===== config.mk =====
export PLATFORM = sky130hd
export DESIGN_NAME = wbuf_top
export DESIGN_NICKNAME = d
export VERILOG_FILES = /design/src/rtl/wbuf_pkg.sv /design/src/rtl/wbuf_ctrl.sv /design/src/rtl/wbuf_store.sv /design/src/rtl/wbuf_match.sv /design/src/rtl/wbuf_top.sv
export SDC_FILE = /design/constraint.sdc
export NUM_CORES = 1
export LEC_CHECK = 0
export ABC_CLOCK_PERIOD_IN_PS = 2720
export BUFFER_PORTS_ARGS = -buffer_cell sky130_fd_sc_hd__clkbuf_2
export CAP_MARGIN = 40
export CORE_ASPECT_RATIO = 0.5
export CORE_MARGIN = 3
export CORE_UTILIZATION = 51
export CTS_CLUSTER_DIAMETER = 200
export DETAILED_ROUTE_END_ITERATION = 16
export PLACE_DENSITY = 0.82
export SLEW_MARGIN = 20
export SYNTH_ARGS = -nofsm -noshare
export SYNTH_HDL_FRONTEND = slang
export SYNTH_SLANG_ARGS = --single-unit

===== constraint.sdc =====
create_clock -name clk -period 2.72 [get_ports clk]
set_input_delay 0.136 -clock clk [delete_from_list [all_inputs] [get_ports clk]]
set_output_delay 0.136 -clock clk [all_outputs]
set_load 0.01 [all_outputs]

===== src/rtl/wbuf_pkg.sv =====
package wbuf_pkg;

  // Advance a circular slot index, wrapping at the slot count.
  function automatic int unsigned ptr_after(int unsigned p, int unsigned depth);
    return (p + 1 == depth) ? 0 : p + 1;
  endfunction

endpackage


===== src/rtl/wbuf_ctrl.sv =====
module wbuf_ctrl #(
  parameter int unsigned DEPTH = 4,
  localparam int unsigned PTR_W = (DEPTH > 1) ? $clog2(DEPTH) : 1,
  localparam int unsigned CNT_W = $clog2(DEPTH + 1)
) (
  input  logic             clk,
  input  logic             rst,
  input  logic             wr_req,
  input  logic             mem_ack,
  output logic             push,
  output logic             pop,
  output logic             stall,
  output logic [PTR_W-1:0] wr_ptr,
  output logic [PTR_W-1:0] rd_ptr,
  output logic [CNT_W-1:0] occ,
  output logic [DEPTH-1:0] valid_vec,
  output logic             empty
);

  logic [PTR_W-1:0] wr_ptr_q, rd_ptr_q;
  logic [CNT_W-1:0] occ_q, occ_n;
  logic [DEPTH-1:0] vld_q;
  logic             empty_q;
  logic             full;

  assign full  = (occ_q == CNT_W'(DEPTH));
  assign pop   = (occ_q != '0) && mem_ack;
  // A retire in the same cycle frees the slot the new write needs.
  assign stall = full && !mem_ack;
  assign push  = wr_req && !stall;

  always_comb begin
    occ_n = occ_q;
    case ({push, pop})
      2'b10:   occ_n = occ_q + CNT_W'(1);
      2'b01:   occ_n = occ_q - CNT_W'(1);
      default: occ_n = occ_q;
    endcase
  end

  always_ff @(posedge clk) begin
    if (rst) begin
      wr_ptr_q <= '0;
      rd_ptr_q <= '0;
      occ_q    <= '0;
      vld_q    <= '0;
      empty_q  <= 1'b1;
    end else begin
      occ_q   <= occ_n;
      empty_q <= (occ_n == '0);
      if (pop) begin
        rd_ptr_q        <= PTR_W'(wbuf_pkg::ptr_after(32'(rd_ptr_q), DEPTH));
        vld_q[rd_ptr_q] <= 1'b0;
      end
      if (push) begin
        wr_ptr_q        <= PTR_W'(wbuf_pkg::ptr_after(32'(wr_ptr_q), DEPTH));
        vld_q[wr_ptr_q] <= 1'b1;
      end
    end
  end

  assign wr_ptr    = wr_ptr_q;
  assign rd_ptr    = rd_ptr_q;
  assign occ       = occ_q;
  assign valid_vec = vld_q;
  assign empty     = empty_q;

endmodule


===== src/rtl/wbuf_store.sv =====
module wbuf_store #(
  parameter int unsigned ADDR_W = 32,
  parameter int unsigned DATA_W = 32,
  parameter int unsigned DEPTH  = 4,
  localparam int unsigned BE_W  = DATA_W / 8,
  localparam int unsigned PTR_W = (DEPTH > 1) ? $clog2(DEPTH) : 1
) (
  input  logic                    clk,
  input  logic                    we,
  input  logic [PTR_W-1:0]        wptr,
  input  logic [ADDR_W-1:0]       waddr,
  input  logic [DATA_W-1:0]       wdata,
  input  logic [BE_W-1:0]         wbe,
  input  logic [PTR_W-1:0]        rptr,
  output logic [ADDR_W-1:0]       head_addr,
  output logic [DATA_W-1:0]       head_data,
  output logic [BE_W-1:0]         head_be,
  output logic [DEPTH*ADDR_W-1:0] addr_all
);

  logic [ADDR_W-1:0] addr_mem [DEPTH];
  logic [DATA_W-1:0] data_mem [DEPTH];
  logic [BE_W-1:0]   be_mem   [DEPTH];

  // Storage has no reset; slot validity lives in the controller.
  always_ff @(posedge clk) begin
    if (we) begin
      addr_mem[wptr] <= waddr;
      data_mem[wptr] <= wdata;
      be_mem[wptr]   <= wbe;
    end
  end

  assign head_addr = addr_mem[rptr];
  assign head_data = data_mem[rptr];
  assign head_be   = be_mem[rptr];

  for (genvar i = 0; i < DEPTH; i++) begin : g_addr_tap
    assign addr_all[i*ADDR_W +: ADDR_W] = addr_mem[i];
  end

endmodule


===== src/rtl/wbuf_match.sv =====
module wbuf_match #(
  parameter int unsigned ADDR_W = 32,
  parameter int unsigned DEPTH  = 4
) (
  input  logic [DEPTH*ADDR_W-1:0] addr_all,
  input  logic [DEPTH-1:0]        valid_vec,
  input  logic [ADDR_W-1:0]       probe,
  output logic                    hit
);

  logic [DEPTH-1:0] hit_vec;

  for (genvar i = 0; i < DEPTH; i++) begin : g_cmp
    assign hit_vec[i] = valid_vec[i] && (addr_all[i*ADDR_W +: ADDR_W] == probe);
  end

  assign hit = |hit_vec;

endmodule


===== src/rtl/wbuf_top.sv =====
module wbuf_top #(
  parameter int unsigned ADDR_W = 32,
  parameter int unsigned DATA_W = 32,
  parameter int unsigned DEPTH  = 4,
  localparam int unsigned BE_W  = DATA_W / 8,
  localparam int unsigned PTR_W = (DEPTH > 1) ? $clog2(DEPTH) : 1,
  localparam int unsigned CNT_W = $clog2(DEPTH + 1)
) (
  input  logic              clk,
  input  logic              rst,
  input  logic              cpu_wr_valid,
  input  logic [ADDR_W-1:0] cpu_wr_addr,
  input  logic [DATA_W-1:0] cpu_wr_data,
  input  logic [BE_W-1:0]   cpu_wr_be,
  output logic              cpu_stall,
  input  logic [ADDR_W-1:0] rd_addr,
  output logic              rd_hazard,
  output logic              mem_req,
  output logic [ADDR_W-1:0] mem_addr,
  output logic [DATA_W-1:0] mem_data,
  output logic [BE_W-1:0]   mem_be,
  input  logic              mem_ack,
  output logic              buf_empty
);

  logic                    push, pop;
  logic [PTR_W-1:0]        wr_ptr, rd_ptr;
  logic [CNT_W-1:0]        occ;
  logic [DEPTH-1:0]        valid_vec;
  logic [DEPTH*ADDR_W-1:0] addr_all;

  wbuf_ctrl #(.DEPTH(DEPTH)) u_ctrl (
    .clk       (clk),
    .rst       (rst),
    .wr_req    (cpu_wr_valid),
    .mem_ack   (mem_ack),
    .push      (push),
    .pop       (pop),
    .stall     (cpu_stall),
    .wr_ptr    (wr_ptr),
    .rd_ptr    (rd_ptr),
    .occ       (occ),
    .valid_vec (valid_vec),
    .empty     (buf_empty)
  );

  wbuf_store #(.ADDR_W(ADDR_W), .DATA_W(DATA_W), .DEPTH(DEPTH)) u_store (
    .clk       (clk),
    .we        (push),
    .wptr      (wr_ptr),
    .waddr     (cpu_wr_addr),
    .wdata     (cpu_wr_data),
    .wbe       (cpu_wr_be),
    .rptr      (rd_ptr),
    .head_addr (mem_addr),
    .head_data (mem_data),
    .head_be   (mem_be),
    .addr_all  (addr_all)
  );

  wbuf_match #(.ADDR_W(ADDR_W), .DEPTH(DEPTH)) u_match (
    .addr_all  (addr_all),
    .valid_vec (valid_vec),
    .probe     (rd_addr),
    .hit       (rd_hazard)
  );

  assign mem_req = (occ != '0);

  logic unused_pop;
  assign unused_pop = pop;

endmodule


---- Yosys cells after proc, flatten, opt, wreduce, memory -nomap -nowiden ----
Memory sizes are Yosys's and may differ from the RTL's. A register that Yosys moved wholly into a read port is not among the register bits.
Cells that the tools add are included.
W data, S select, Z words.
word-level totals
  flip-flop bits (word level) ............. 12
  latch bits .............................. 0
  memory bits (writable) .................. 272
  memory bits (read-only) ................. 0
  word-level logic and storage cells ...... 60
  memories kept ........................... 3
operators by class
  add/sub/neg operators ................... 4
  multiply operators ...................... 0
  div/mod/pow operators ................... 0
  magnitude comparators ................... 4
  eq/ne operators ......................... 9
  shifts and indexed selects .............. 0
  muxes and demuxes ....................... 18
  bitwise operators ....................... 3
  reductions and logical operators ........ 14
memory list
  memory            words  bits a word  rd ports  clocked after memory_dff  wr ports  RTL line          RTL
  u_store.addr_mem  4      32           5         1                         1         wbuf_store.sv:21  logic [ADDR_W-1:0] addr_mem [DEPTH];
  u_store.data_mem  4      32           1         1                         1         wbuf_store.sv:22  logic [DATA_W-1:0] data_mem [DEPTH];
  u_store.be_mem    4      4            1         1                         1         wbuf_store.sv:23  logic [BE_W-1:0] be_mem [DEPTH];
operators by type and width
  kind                   count
  $eq A32 B32 Y1         4
  $mux W2                8
  $mux W4                3
  $eq A3 B3 Y1 const B   3
  $logic_and A1 B1 Y1    9
  $add A2 B1 Y3 const B  2
  $lt A2 B3 Y1 const B   2
  $pmux W3 S2            1
  $and A4 B4 Y4          1
  $demux W1 S2           2
  $ge A2 B1 Y1 const B   2
  $mux W1                4
  $not A4 Y4             1
  $or A4 B4 Y4           1
  $reduce_or A4 Y1       1
  $add A3 B1 Y3 const B  1
  $logic_not A3 Y1       1
  $reduce_bool A3 Y1     1
  $sub A3 B1 Y3 const B  1
  $eq A2 B1 Y1 const B   1
  $eq A2 B2 Y1 const B   1
  $logic_not A1 Y1       2

---- Longest topological paths before layout ----
Gate-level depths: netlist (run 1).
  depth after elaboration ................. 10
  mapped depth ............................ 10
  mapped depth without buffers ............ 10

---- Hierarchy ----
From an unflattened synthesis (run 1), not the netlist that was laid out.
second synthesis, totals
  cell total of the unflattened synthesis .. 616
  area, all modules ....................... 11990.2 µm²
by module, submodules not included
  module      times used  cells an instance  area an instance (µm²)  seq. area each (µm²)
  wbuf_store  1           360                9867.0                  8167.8
  wbuf_match  1           177                1408.9                  0.0
  wbuf_ctrl   1           78                 708.2                   240.2
  wbuf_top    1           1                  6.3                     0.0

---- Worst setup path after synthesis (run 1) ----
Ideal clock, no wire load.
  path kind ............................... register to register
  start ................................... reg u_ctrl.occ_q[0] (netlist: u_ctrl.occ[0])
  end ..................................... mem u_store.addr_mem[1][0], enable pin
  setup time .............................. 0.434 ns
  arrival time ............................ 2.451 ns
  setup slack ............................. -0.165 ns
  cell stages (with the launch flop) ...... 4
  path through ............................ dfxtp_1 > nor4b_2 > nor2b_1 > and2_1
on the way
  cells in the longest elaborated chain, start to end .. 6
ends and longest elaborated chain
  element                        RTL line          RTL
  start, declared                wbuf_ctrl.sv:21   logic [CNT_W-1:0] occ_q, occ_n;
  start signal, assigned         wbuf_ctrl.sv:49   occ_q <= occ_n;
  $eq A3 B3 Y1                   wbuf_ctrl.sv:26   assign full = (occ_q == CNT_W'(DEPTH));
  $logic_and A1 B1 Y1            wbuf_ctrl.sv:29   assign stall = full && !mem_ack;
  via cpu_stall                  wbuf_top.sv:15    output logic cpu_stall,
  $logic_not A1 Y1               wbuf_ctrl.sv:30   assign push = wr_req && !stall;
  $logic_and A1 B1 Y1            wbuf_ctrl.sv:30
  $mux W1                        wbuf_store.sv:27  if (we) begin
  $mux W1 (not written as such)  wbuf_store.sv:28  addr_mem[wptr] <= waddr;
  end, declared                  wbuf_store.sv:21
The timed path passes the listed nets, and every way through them passes these cells.

---- Worst setup path in the final report (run 1) ----
  start ................................... reg u_ctrl.occ_q[0] (netlist: u_ctrl.occ[0])
  end ..................................... reg u_ctrl.empty_q (netlist: u_ctrl.empty)
on the way
  cells in the longest elaborated chain, start to end .. 7
  elaborated cells on any way between the ends .. 12
  those cells by class .................... add/sub (2); eq/ne (3); mux (1); reduce/logical (6)
ends and longest elaborated chain
  element                                       RTL line         RTL
  $eq A3 B3 Y1                                  wbuf_ctrl.sv:26
  $logic_and A1 B1 Y1                           wbuf_ctrl.sv:29
  $logic_not A1 Y1                              wbuf_ctrl.sv:30
  $logic_and A1 B1 Y1                           wbuf_ctrl.sv:30
  $eq A2 B1 Y1 or $eq A2 B2 Y1 (tied branches)  wbuf_ctrl.sv:34  case ({push, pop})
  $pmux W3 S2 (*)                               wbuf_ctrl.sv:34
  $logic_not A3 Y1 (*)                          wbuf_ctrl.sv:50  empty_q <= (occ_n == '0);
  end signal, assigned                          wbuf_ctrl.sv:50
  end, declared                                 wbuf_ctrl.sv:23  logic empty_q;
Every way passes the cells marked *; elsewhere a longest branch is shown, timed or not.
A chain may end at the register's enable or synchronous reset.

==> results of run 1 <==
==> report_power, final <==
group / switching, mW / total [mW] / internal (mW) / leakage (nW)
Combinational: 1.22 / 2.39 / 1.17 / 2.28
Sequential: 0.224 / 5.38 / 5.16 / 2.61
Clock: 1.53 / 3.61 / 2.08 / 0.396
Total: 2.97 / 11.4 / 8.41 / 5.29
==> state kept, by name, indices dropped and copies added, names as in the netlist, named ones only <==
signal	flops
u_store.be_mem	16
u_store.data_mem	128
u_ctrl.wr_ptr	2
u_ctrl.valid_vec	4
u_ctrl.rd_ptr	2
u_store.addr_mem	128
u_ctrl.occ	3
u_ctrl.empty	1
==> through the flow <==
step | instances | cell area (um^2) | power, mW | hold slack, ns
final | 1203 | 14900 | 11.4 | 0.179
after detailed placement | 1089 | 13400 | 7.80 | 0.356
after global routing | 1203 | 14900 | 11.8 | 0.171
after floorplan | 612 | 11900 | 6.82 | 0.217
after CTS | 1202 | 14900 | 11.5 | 0.169
after global placement | 1089 | 13400 | 7.75 | 0.349
==> repair_timing <==
action                                  in CTS  in global routing
hold buffers                                69                  0
gates resized for setup                      0                  0
hold endpoints to repair                   285                  0
endpoints found under the setup margin       0                  0
==> final cells by class <==
class | count | area [um^2] | share of cell area, %
Antenna cell | 1 | 2.50 | 0.0168
Inverter | 8 | 30.0 | 0.202
Clock inverter | 12 | 166 | 1.12
Multi-Input combinational cell | 300 | 3350 | 22.5
Sequential cell | 286 | 8460 | 56.9
Timing Repair Buffer | 264 | 1840 | 12.4
Tap cell | 300 | 375 | 2.52
Clock buffer | 32 | 652 | 4.38
==> kinds of logic (layout without fill, tap and decap cells) <==
logic type / after synthesis / after routing / share of synthesized area (%)
other: 0 / 1 / 0
AND/OR/NAND/NOR: 78 / 78 / 3.69
flip-flops: 286 / 286 / 71.0
multiplexers: 69 / 69 / 12.9
AO/OA/AOI/OAI: 11 / 11 / 0.515
buffers and inverters: 26 / 316 / 0.998
adder cells (fa/ha/maj): 12 / 12 / 1.32
XOR/XNOR: 130 / 130 / 9.56
==> placed cells by master (no fill, tap or decap), types with 2 or more instances in the layout <==
| master | n |
|---|---|
| buf_4 | 10 |
| nand3_1 | 7 |
| clkbuf_2 | 175 |
| clkinv_1 | 4 |
| nor2_1 | 14 |
| xnor2_1 | 4 |
| xor2_1 | 126 |
| bufinv_16 | 4 |
| edfxtp_1 | 272 |
| and2_4 | 4 |
| nor2b_1 | 2 |
| clkbuf_1 | 7 |
| inv_1 | 8 |
| dlygate4sd3_1 | 69 |
| or3_1 | 2 |
| nand2_1 | 4 |
| dfxtp_1 | 12 |
| nand4_1 | 4 |
| ha_1 | 11 |
| nor3_1 | 8 |
| inv_6 | 2 |
| clkbuf_16 | 25 |
| dfxtp_4 | 2 |
| nor4_1 | 28 |
| mux4_2 | 68 |
| a21oi_1 | 8 |
| buf_12 | 10 |
==> critical path: cells and delay by family, from the launching register on <==
family | cells | cell delay, ns
buffers and inverters | 1 | 0.07
XOR/XNOR | 1 | 0.16
AND/OR/NAND/NOR | 4 | 0.86
AO/OA/AOI/OAI | 1 | 0.22
flip-flops | 1 | 0.46
adder cells (fa/ha/maj) | 2 | 0.64
==> worst min path at each step <==
stage	startpoint	endpoint	slack, ns	depth (start not counted)
2_1_floorplan	rst	u_ctrl.occ[2]	0.22	1
3_3_place_gp	cpu_wr_addr[5]	u_store.addr_mem[3][5]	0.35	1
3_5_place_dp	cpu_wr_addr[9]	u_store.addr_mem[3][9]	0.36	1
4_1_cts	cpu_wr_valid	u_ctrl.wr_ptr[1]	0.17	4
5_1_grt	cpu_wr_valid	u_ctrl.wr_ptr[1]	0.17	4
6_report	cpu_wr_valid	u_ctrl.wr_ptr[1]	0.18	4
==> metal layers <==
layer  global-route usage, %  wire [um]  up-vias
li1                        -          -     2982
met1                    29.4      11100     3490
met2                    37.8      14000      258
met3                    3.68       1530       47
met4                    5.19        612        0
met5                       0          0        -
==> load_flow_metrics.sql, run 1 <==
INSERT INTO impl_metrics (metric_group, metric, value, unit) VALUES
('outcome', 'outcome', 'complete, no violations', ''),
('logic_synthesis', 'postSynthRegisterBits', '286', ''),
('clock_tree', 'cts-root-buf', 'clkbuf_16', ''),
('logic_synthesis', 'synth_fp_nets', '728', ''),
('drt', 'viasPerCell', '5.63', ''),
('final_layout', 'area.growth.synth_to_final', '24.9', '%'),
('critical_path', 'crit_path_end_kind', 'register', ''),
('global_routing', 'grtUsageTotal', '21.8', '%'),
('critical_path', 'worst-r2r-cell-count', '9', ''),
('clock_tree', 'cts_tree', 'built', ''),
('sta', 'fmax', '0.397', 'GHz'),
('global_routing', 'number_of_antenna_violations_at_the_first_check_in_global_routing', '1', ''),
('floorplanning', 'die_ar', '25300', 'um^2'),
('clock_tree', 'cts_setup_buffers', '0', ''),
('sta', 'finalSetupTns', '0', 'ns'),
('final_layout', 'post_route_cells_drive_above_1_share', '33.7', '%'),
('global_routing', 'grt_pass1_wl', '42.1', 'mm'),
('critical_path', 'ff2ff_setup_slack', '0.20', 'ns'),
('sta', 'clock-skew-final', '0.0210', 'ns'),
('final_layout', 'final.fill_count', '1424', ''),
('critical_path', 'crit_slowest_cell', 'dfxtp_1', ''),
('job', 'cap_violations', '0', ''),
('clock_tree', 'cts_made_buffers', '25', ''),
('floorplanning', 'core_region_area', '22300', 'um^2'),
('critical_path', 'critical_path.startpoint', 'u_ctrl.occ[0]', ''),
('critical_path', 'data_required_time_at_the_worst_endpoint', '3.13', 'ns'),
('clock_tree', 'clkSlewWorstSetupHoldPaths', '0.07', 'ns'),
('floorplanning', 'rows', '38', ''),
('critical_path', 'r2r-end', 'u_ctrl.empty', ''),
('clock_tree', 'tritoncts_num_sinks', '286', ''),
('sta', 'finalSetupViolations', '0', ''),
('drt', 'drt-pass1-iter-count', '5', ''),
('logic_synthesis', 'synth_cell_types', '29', ''),
('floorplanning', 'die_h', '114', 'um'),
('global_routing', 'residual_overflow_from_global_routing', '0', ''),
('sta', 'grt_setup_unrepaired', 'false', ''),
('global_routing', 'grt_max_degree', '35', ''),
('power_and_ir_drop', 'pwr_density_cell', '765', 'nW/um^2'),
('placement', 'dp_worst_setup_slack', '0.263', 'ns'),
('logic_synthesis', 'ys.warnings.count', '0', ''),
('critical_path', 'rr_startpoint', 'u_ctrl.occ[0]', ''),
('global_routing', 'number_of_global_route_vias_before_repair', '7230', ''),
('logic_synthesis', 'syn-instance-count', '612', ''),
('logic_synthesis', 'average_size_of_a_mapped_cell', '19.5', 'um^2'),
('critical_path', 'critPathMostFrequentCell', 'or3_1', ''),
('clock_tree', 'cts-root-to-sink-buffers', '3', ''),
('sta', 'timing.final.max_slew_violations', '0', ''),
('final_layout', 'final_core_utilization', '66.7', '%'),
('drt', 'drtAntennaViolNets', '0', ''),
('floorplanning', 'die_width', '222', 'um'),
('sta', 'timing_worst_slew_pin_value', '0.577', 'ns'),
('critical_path', 'critical_path_peak_fanout', '9', ''),
('critical_path', 'crit_type', 'reg2reg', ''),
('logic_synthesis', 'synthMostInstantiatedCell', 'edfxtp_1', ''),
('placement', 'place.gp.congestion', '0.879', ''),
('clock_tree', 'worstSkewPairLatency', '0.53', 'ns'),
('drt', 'wl_per_cell', '22.6', 'um'),
('logic_synthesis', 'synthArstFlopShare', '0', '%'),
('critical_path', 'critical_path.cell_chain', 'or3_1, and2_1, ha_1, inv_1, fa_1, xor2_1, or3_1, a21oi_1, nor2_1', ''),
('drt', 'remaining_drc_errors', '0', ''),
('critical_path', 'crit_end', 'u_ctrl.empty', ''),
('critical_path', 'critPathMaxStageDelay', '0.46', 'ns'),
('drt', 'postRouteWirelength', '27.2', 'mm'),
('clock_tree', 'h-tree-depth', '1', ''),
('logic_synthesis', 'seq_area_frac_synth', '71.0', '%'),
('placement', 'hpwlAfterDp', '18.6', 'mm'),
('logic_synthesis', 'yosysTopAreaCell', 'edfxtp_1', ''),
('floorplanning', 'ioPinCount', '176', ''),
('placement', 'io_buffer_count', '175', ''),
('drt', 'drtIter0Drc', '555', ''),
('logic_synthesis', 'synthTopCellsByCount', '272 x edfxtp_1, 126 x xor2_1, 68 x mux4_2, 28 x nor4_1', '');
Note: power is estimated with default switching activity, not from simulation.
==> inputs of run 2 (changes only) <==
--- a/config.mk
+++ b/config.mk
@@ -9,7 +9,7 @@
 export BUFFER_PORTS_ARGS = -buffer_cell sky130_fd_sc_hd__clkbuf_2
 export CAP_MARGIN = 40
 export CORE_ASPECT_RATIO = 0.5
-export CORE_MARGIN = 3
+export CORE_MARGIN = 5
 export CORE_UTILIZATION = 51
 export CTS_CLUSTER_DIAMETER = 200
 export DETAILED_ROUTE_END_ITERATION = 16
==> run 2 against run 1 <==
Clock skew down 0.00063 ns. Sequential cell count unchanged. Via count down 1.3%. Register-to-register slack worse by 0.09 ns. Worst setup slack worse by 0.090 ns. First-iteration DRC count down 18%. Non-clock buffer count down 8. Critical path type unchanged. Critical endpoint unchanged.
==> load_flow_metrics.sql, run 2 (synthesis gave the netlist of run 1 again) <==
INSERT INTO impl_metrics (metric_group, metric, value, unit) VALUES
('outcome', 'outcome', 'complete, no violations', ''),
('floorplanning', 'die_width', '226', 'um'),
('placement', 'number_of_instances_in_the_placed_design', '1088', ''),
('critical_path', 'critPathMostFrequentCell', 'or3_1', ''),
('final_layout', 'layoutNonFillerInstCount', '1203', ''),
('critical_path', 'critical_path_peak_fanout', '9', ''),
('final_layout', 'post_route_cells_drive_above_1_share', '33.0', '%'),
('floorplanning', 'core_region_area', '22900', 'um^2'),
('sta', 'post-route-min-period', '2.61', 'ns'),
('drt', 'drtAntennaViolNets', '0', ''),
('final_layout', 'final.fill_count', '1511', ''),
('critical_path', 'crit_slowest_cell', 'dfxtp_1', ''),
('clock_tree', 'clkSlewWorstSetupHoldPaths', '0.07', 'ns'),
('critical_path', 'crit_path_end_kind', 'register', ''),
('critical_path', 'r2r-end', 'u_ctrl.empty', ''),
('job', 'cap_violations', '0', ''),
('critical_path', 'category_of_the_worst_setup_path_launch_point', 'register', ''),
('sta', 'fmax', '0.383', 'GHz'),
('global_routing', 'grt_pass1_wl', '42.4', 'mm'),
('placement', 'place.gp.congestion', '0.911', ''),
('sta', 'timing.slew.headroom', '62.6', '%'),
('drt', 'remaining_drc_errors', '0', ''),
('drt', 'viasPerCell', '5.56', ''),
('power_and_ir_drop', 'power_leakage', '5.24', 'nW'),
('critical_path', 'worst-r2r-cell-count', '9', ''),
('critical_path', 'critical_path_buf_inv_count', '1', ''),
('power_and_ir_drop', 'vdd_drop_max', '427', 'uV'),
('global_routing', 'number_of_antenna_violations_at_the_first_check_in_global_routing', '0', ''),
('global_routing', 'number_of_global_route_vias_before_repair', '7210', ''),
('critical_path', 'critical_path.startpoint', 'u_ctrl.occ[0]', ''),
('final_layout', 'postLayoutCellArea', '14800', 'um^2'),
('critical_path', 'crit_type', 'reg2reg', ''),
('drt', 'drt-pass1-iter-count', '5', ''),
('clock_tree', 'cts_made_buffers', '26', ''),
('placement', 'hpwlAfterDp', '18.3', 'mm'),
('power_and_ir_drop', 'pwr_density_cell', '762', 'nW/um^2'),
('sta', 'timing.final.max_slew_violations', '0', ''),
('critical_path', 'worstPathArrival', '3.02', 'ns'),
('floorplanning', 'rows', '39', ''),
('final_layout', 'layout.nets', '994', ''),
('placement', 'io_buffer_count', '175', ''),
('critical_path', 'crit_end', 'u_ctrl.empty', ''),
('sta', 'finalHoldViolCount', '0', ''),
('critical_path', 'critical_path.cell_chain', 'or3_1, and2_1, ha_1, inv_1, fa_1, xor2_1, or3_1, a21oi_1, nor2_1', ''),
('final_layout', 'multi_input_logic_area', '3350', 'um^2'),
('final_layout', 'biggestRegsByFlops', 'u_store.addr_mem x128, u_store.data_mem x128, u_store.be_mem x16', ''),
('clock_tree', 'gates_resized_cts_repair', '0', ''),
('critical_path', 'critPathMaxStageDelay', '0.46', 'ns'),
('drt', 'vias', '6687', ''),
('floorplanning', 'ioPinCount', '176', ''),
('power_and_ir_drop', 'total_power', '11.3', 'mW'),
('clock_tree', 'cts_setup_buffers', '0', ''),
('clock_tree', 'cts_tree', 'built', ''),
('floorplanning', 'die_h', '118', 'um'),
('final_layout', 'antenna-diode-count', '0', ''),
('clock_tree', 'cts-root-to-sink-buffers', '3', ''),
('worst_hold_path', 'worstHoldPathType', 'in2reg', ''),
('clock_tree', 'worstSkewPairLatency', '0.52', 'ns'),
('global_routing', 'residual_overflow_from_global_routing', '0', ''),
('sta', 'finalSetupTns', '0', 'ns'),
('critical_path', 'ff2ff_setup_slack', '0.11', 'ns'),
('sta', 'timing.hold.ws', '0.162', 'ns'),
('sta', 'finalSetupViolations', '0', ''),
('global_routing', 'grtUsageTotal', '20.6', '%'),
('final_layout', 'area.growth.synth_to_final', '24.2', '%'),
('final_layout', 'final_cell_mix', '272 x edfxtp_1, 175 x clkbuf_2, 126 x xor2_1', ''),
('critical_path', 'path_delay_family', 'simple AND/OR/NAND/NOR gates', ''),
('critical_path', 'cp_num_cells', '9', ''),
('drt', 'postRouteWirelength', '27.7', 'mm'),
('clock_tree', 'h-tree-depth', '1', ''),
('sta', 'fin_crit_sh', '95.9', '%'),
('sta', 'timing_worst_slew_pin_value', '0.556', 'ns'),
('drt', 'drtIter0Drc', '456', ''),
('global_routing', 'grt_max_degree', '45', ''),
('critical_path', 'rr_startpoint', 'u_ctrl.occ[0]', ''),
('final_layout', 'layout.cells.most_common', 'edfxtp_1', ''),
('final_layout', 'regArea', '8460', 'um^2'),
('sta', 'grt_setup_unrepaired', 'false', ''),
('clock_tree', 'cts-root-buf', 'clkbuf_16', ''),
('critical_path', 'data_required_time_at_the_worst_endpoint', '3.13', 'ns'),
('sta', 'clock-skew-final', '0.0204', 'ns'),
('floorplanning', 'die_ar', '26700', 'um^2'),
('clock_tree', 'tritoncts_num_sinks', '286', ''),
('placement', 'placedInstanceArea', '13300', 'um^2'),
('floorplanning', 'initial_utilization', '52.0', '%'),
('drt', 'wl_per_cell', '23.1', 'um');
==> run 2: changes by cell type in the layout (fill, tap and decap cells not counted) <==
cell	previous run	this run
buf_12	10	8
diode_2	1	0
buf_4	10	4
clkinv_1	4	8
clkbuf_1	7	5
bufinv_16	4	2
clkinv_2	1	2
clkbuf_16	25	27
inv_6	2	1
==> run 2: final cells by class <==
| type | count | area share [%] |
|---|---|---|
| clock buffer | 32 | 4.70 |
| inverter | 8 | 0.203 |
| clock inverter | 14 | 0.795 |
| sequential | 286 | 57.2 |
| timing repair buffer | 256 | 11.9 |
| tap | 307 | 2.60 |
| multi-input combinational | 300 | 22.6 |
==> run 2: worst min-delay path by stage <==
stage	startpoint	slack (ns)	cells after the start	endpoint
detailed placement	cpu_wr_addr[7]	0.36	1	u_store.addr_mem[3][7]
finish	cpu_wr_valid	0.16	4	u_ctrl.wr_ptr[1]
CTS	cpu_wr_valid	0.15	4	u_ctrl.wr_ptr[1]
global route	cpu_wr_valid	0.18	4	u_ctrl.wr_ptr[1]
global placement	cpu_wr_data[14]	0.35	1	u_store.data_mem[0][14]
floorplan	rst	0.22	1	u_ctrl.occ[2]
==> run 2: metrics by stage <==
step           util (%)  setup slack [ns]
2_1_floorplan         -             0.359
3_3_place_gp       58.0             0.379
3_5_place_dp       58.0             0.199
4_1_cts            64.6             0.180
5_1_grt            64.6            0.0101
6_report           64.6             0.112
==> run 2: worst register-to-register path, stage by stage, from the launching register on <==
cell     delay (ns)
dfxtp_1        0.46
or3_1          0.19
and2_1         0.30
ha_1           0.25
inv_1          0.06
fa_1           0.38
xor2_1         0.17
or3_1          0.34
a21oi_1        0.26
nor2_1         0.08
==> run 2: layer usage <==
layer	routed length, um	track usage [%]	vias to the layer above
li1	-	-	2964
met3	1320	2.94	44
met1	11000	27.1	3472
met5	0	0	-
met2	14800	36.7	207
met4	630	4.92	0
==> run 2: report_power, final <==
part           switching, mW  internal (mW)
Combinational           1.23           1.15
Sequential             0.232           5.16
Clock                   1.51           2.00
==> run 2: repair_timing <==
item | 4_1_cts | 5_1_grt
hold endpoints to repair | 285 | 0
hold buffers | 69 | 0
setup endpoints to repair | 0 | 0
==> inputs of run 3 (changes only) <==
--- a/config.mk
+++ b/config.mk
@@ -5,15 +5,15 @@
 export SDC_FILE = /design/constraint.sdc
 export NUM_CORES = 1
 export LEC_CHECK = 0
-export ABC_CLOCK_PERIOD_IN_PS = 2720
+export ABC_CLOCK_PERIOD_IN_PS = 2490
 export BUFFER_PORTS_ARGS = -buffer_cell sky130_fd_sc_hd__clkbuf_2
 export CAP_MARGIN = 40
 export CORE_ASPECT_RATIO = 0.5
 export CORE_MARGIN = 5
-export CORE_UTILIZATION = 51
+export CORE_UTILIZATION = 55
 export CTS_CLUSTER_DIAMETER = 200
 export DETAILED_ROUTE_END_ITERATION = 16
-export PLACE_DENSITY = 0.82
+export PLACE_DENSITY = 0.84
 export SLEW_MARGIN = 20
 export SYNTH_ARGS = -nofsm -noshare
 export SYNTH_HDL_FRONTEND = slang
==> constraint.sdc (replaced) <==
create_clock -name clk -period 2.49 [get_ports clk]
set_input_delay 0.1245 -clock clk [delete_from_list [all_inputs] [get_ports clk]]
set_output_delay 0.1245 -clock clk [all_outputs]
set_load 0.01 [all_outputs]
==> run 3 against run 2 <==
Die area down 6.8%. Largest power group unchanged. Sequential power up 9.3%. Final area shrank 0.18%. Worst setup slack worse by 0.032 ns. Cell count fell by 0.33%. Sequential share of layout area up 0.11 points.
==> load_flow_metrics.sql, run 3 (synthesis gave the netlist of run 1 again) <==
INSERT INTO impl_metrics (metric_group, metric, value, unit) VALUES
('outcome', 'outcome', 'complete, no violations', ''),
('global_routing', 'grt_use_met3', '3.71', '%'),
('clock_tree', 'cts-root-to-sink-buffers', '3', ''),
('sta', 'timing.hold.ws', '0.0819', 'ns'),
('global_routing', 'number_of_global_route_vias_before_repair', '7289', ''),
('global_routing', 'residual_overflow_from_global_routing', '0', ''),
('global_routing', 'grtUsageTotal', '22.0', '%'),
('clock_tree', 'h-tree-depth', '1', ''),
('final_layout', 'post_route_cells_drive_above_1_share', '34.6', '%'),
('floorplanning', 'ioPinCount', '176', ''),
('global_routing', 'top_usage_layer', 'met2', ''),
('clock_tree', 'cts-root-buf', 'clkbuf_16', ''),
('final_layout', 'biggestRegsByFlops', 'u_store.addr_mem x128, u_store.data_mem x128, u_store.be_mem x16', ''),
('power_and_ir_drop', 'power_leakage', '5.23', 'nW'),
('power_and_ir_drop', 'total_power', '12.0', 'mW'),
('clock_tree', 'cts_setup_buffers', '0', ''),
('global_routing', 'grtUsageMet1', '29.5', '%'),
('sta', 'finalSetupViolations', '0', ''),
('final_layout', 'final_core_utilization', '68.7', '%'),
('sta', 'smallest_setup_slack_after_layout', '0.0797', 'ns'),
('critical_path', 'category_of_the_worst_setup_path_launch_point', 'register', ''),
('final_layout', 'antenna-diode-count', '0', ''),
('placement', 'place.gp.congestion', '0.891', ''),
('clock_tree', 'tritoncts_num_sinks', '286', ''),
('floorplanning', 'core_region_area', '21500', 'um^2'),
('critical_path', 'data_required_time_at_the_worst_endpoint', '2.37', 'ns'),
('drt', 'remaining_drc_errors', '0', ''),
('drt', 'viasPerCell', '5.59', ''),
('final_layout', 'area.growth.synth_to_final', '24.0', '%'),
('global_routing', 'grt_max_degree', '31', ''),
('floorplanning', 'die_h', '114', 'um'),
('placement', 'dp_worst_setup_slack', '0.0179', 'ns'),
('sta', 'post-route-min-period', '2.41', 'ns'),
('drt', 'drt-pass1-iter-count', '4', ''),
('floorplanning', 'initial_utilization', '55.4', '%'),
('clock_tree', 'clkSlewWorstSetupHoldPaths', '0.07', 'ns'),
('worst_hold_path', 'worstHoldPathType', 'in2reg', ''),
('critical_path', 'critical_path_peak_fanout', '2', ''),
('sta', 'finalHoldViolCount', '0', ''),
('sta', 'timing_worst_slew_pin_value', '0.526', 'ns'),
('clock_tree', 'cts_tree', 'built', ''),
('critical_path', 'ff2ff_setup_slack', '0.12', 'ns'),
('floorplanning', 'die_width', '218', 'um'),
('final_layout', 'layout.cells.most_common', 'edfxtp_1', ''),
('critical_path', 'critPathMaxStageDelay', '0.42', 'ns'),
('final_layout', 'layout.nets', '1001', ''),
('job', 'cap_violations', '0', ''),
('global_routing', 'number_of_antenna_violations_at_the_first_check_in_global_routing', '0', ''),
('critical_path', 'crit_path_end_kind', 'output port', ''),
('critical_path', 'crit_type', 'reg2out', ''),
('final_layout', 'final_cell_mix', '272 x edfxtp_1, 175 x clkbuf_2, 126 x xor2_1', ''),
('global_routing', 'grt_pass1_wl', '41.8', 'mm'),
('clock_tree', 'cts_made_buffers', '25', ''),
('drt', 'drtIter0Drc', '548', ''),
('power_and_ir_drop', 'pwr_density_cell', '812', 'nW/um^2'),
('floorplanning', 'die_ar', '24900', 'um^2'),
('sta', 'timing.final.max_slew_violations', '0', ''),
('placement', 'hpwlAfterDp', '19.0', 'mm'),
('floorplanning', 'rows', '38', ''),
('critical_path', 'critical_path.cell_chain', 'xor2_1, nor4_1, nand4_1, nor3_1, or4_1, clkbuf_2', ''),
('power_and_ir_drop', 'vdd_drop_max', '546', 'uV'),
('sta', 'timing.slew.headroom', '64.6', '%'),
('critical_path', 'worstPathArrival', '2.29', 'ns'),
('placement', 'io_buffer_count', '175', ''),
('critical_path', 'crit_slowest_cell', 'nor4_1', ''),
('drt', 'wl_per_cell', '22.7', 'um'),
('sta', 'clock-skew-final', '0.0116', 'ns'),
('clock_tree', 'worstSkewPairLatency', '0.51', 'ns'),
('final_layout', 'final.fill_count', '1400', ''),
('global_routing', 'grt_met2_use', '38.6', '%'),
('sta', 'fin_crit_sh', '96.8', '%'),
('drt', 'vias', '6699', ''),
('sta', 'fmax', '0.415', 'GHz'),
('drt', 'postRouteWirelength', '27.2', 'mm'),
('drt', 'drtAntennaViolNets', '0', '');
[run 3: cell types whose count changed in the layout (fill, tap and decap cells not counted), moves of 2 or more]
cell / before / now
buf_4: 4 / 13
nor4_1: 28 / 23
nor4_2: 0 / 5
clkinv_2: 2 / 5
bufinv_16: 2 / 0
clkbuf_16: 27 / 25
[run 3: critical path: cells and delay by family (launching register included)]
kind	cells	cell delay, ns
xor+xnor	1	0.20
buf+inv	1	0.15
flops	1	0.41
simple gates	4	1.01
[run 3: cell type report]
class	count	area, um^2	share of cell area (%)
tap	300	375	2.54
multi-input combinational	300	3400	23.0
clock buffer	29	641	4.34
sequential	286	8460	57.3
inverter	8	30.0	0.203
clock inverter	12	51.3	0.348
timing repair buffer	264	1800	12.2
[run 3: where the power goes]
group | total [mW] | leakage (nW) | switching (mW) | internal (mW)
clock | 3.43 | 0.343 | 1.60 | 1.82
sequential | 5.89 | 2.61 | 0.256 | 5.63
combinational | 2.67 | 2.27 | 1.37 | 1.30
[run 3: path summary, 6_finish.rpt]
kind	cells past startpoint	to	start
hold / removal	5	u_ctrl.wr_ptr[0]	cpu_wr_valid
setup reg to reg	8	u_ctrl.empty	u_ctrl.occ[1]
hold reg to reg	2	u_ctrl.valid_vec[2]	u_ctrl.valid_vec[2]
setup / recovery	6	rd_hazard	u_store.addr_mem[0][28]
[run 3: per-layer routing]
| layer | up-vias | routed length [um] | share of wire [%] |
|---|---|---|---|
| met5 | - | 0 | 0 |
| met4 | 0 | 710 | 2.6 |
| met3 | 54 | 1640 | 6.0 |
| met2 | 242 | 13900 | 51 |
| met1 | 3417 | 11000 | 40 |
| li1 | 2986 | - | - |
[run 3: timing repair]
| item | in CTS | in global routing |
|---|---|---|
| hold buffers | 69 | 0 |
| resized for setup | 0 | 11 |
| endpoints found under the hold margin | 284 | 0 |
| setup endpoints to repair | 0 | 3 |
[run 3: stage by stage]
stage / instances / setup TNS (ns) / instance area, um^2
global route: 1199 / -0.00131 / 14800
floorplan: 612 / 0 / 11900
detailed placement: 1089 / 0 / 13300
global placement: 1089 / 0 / 13300
finish: 1199 / 0 / 14800
CTS: 1199 / 0 / 14700
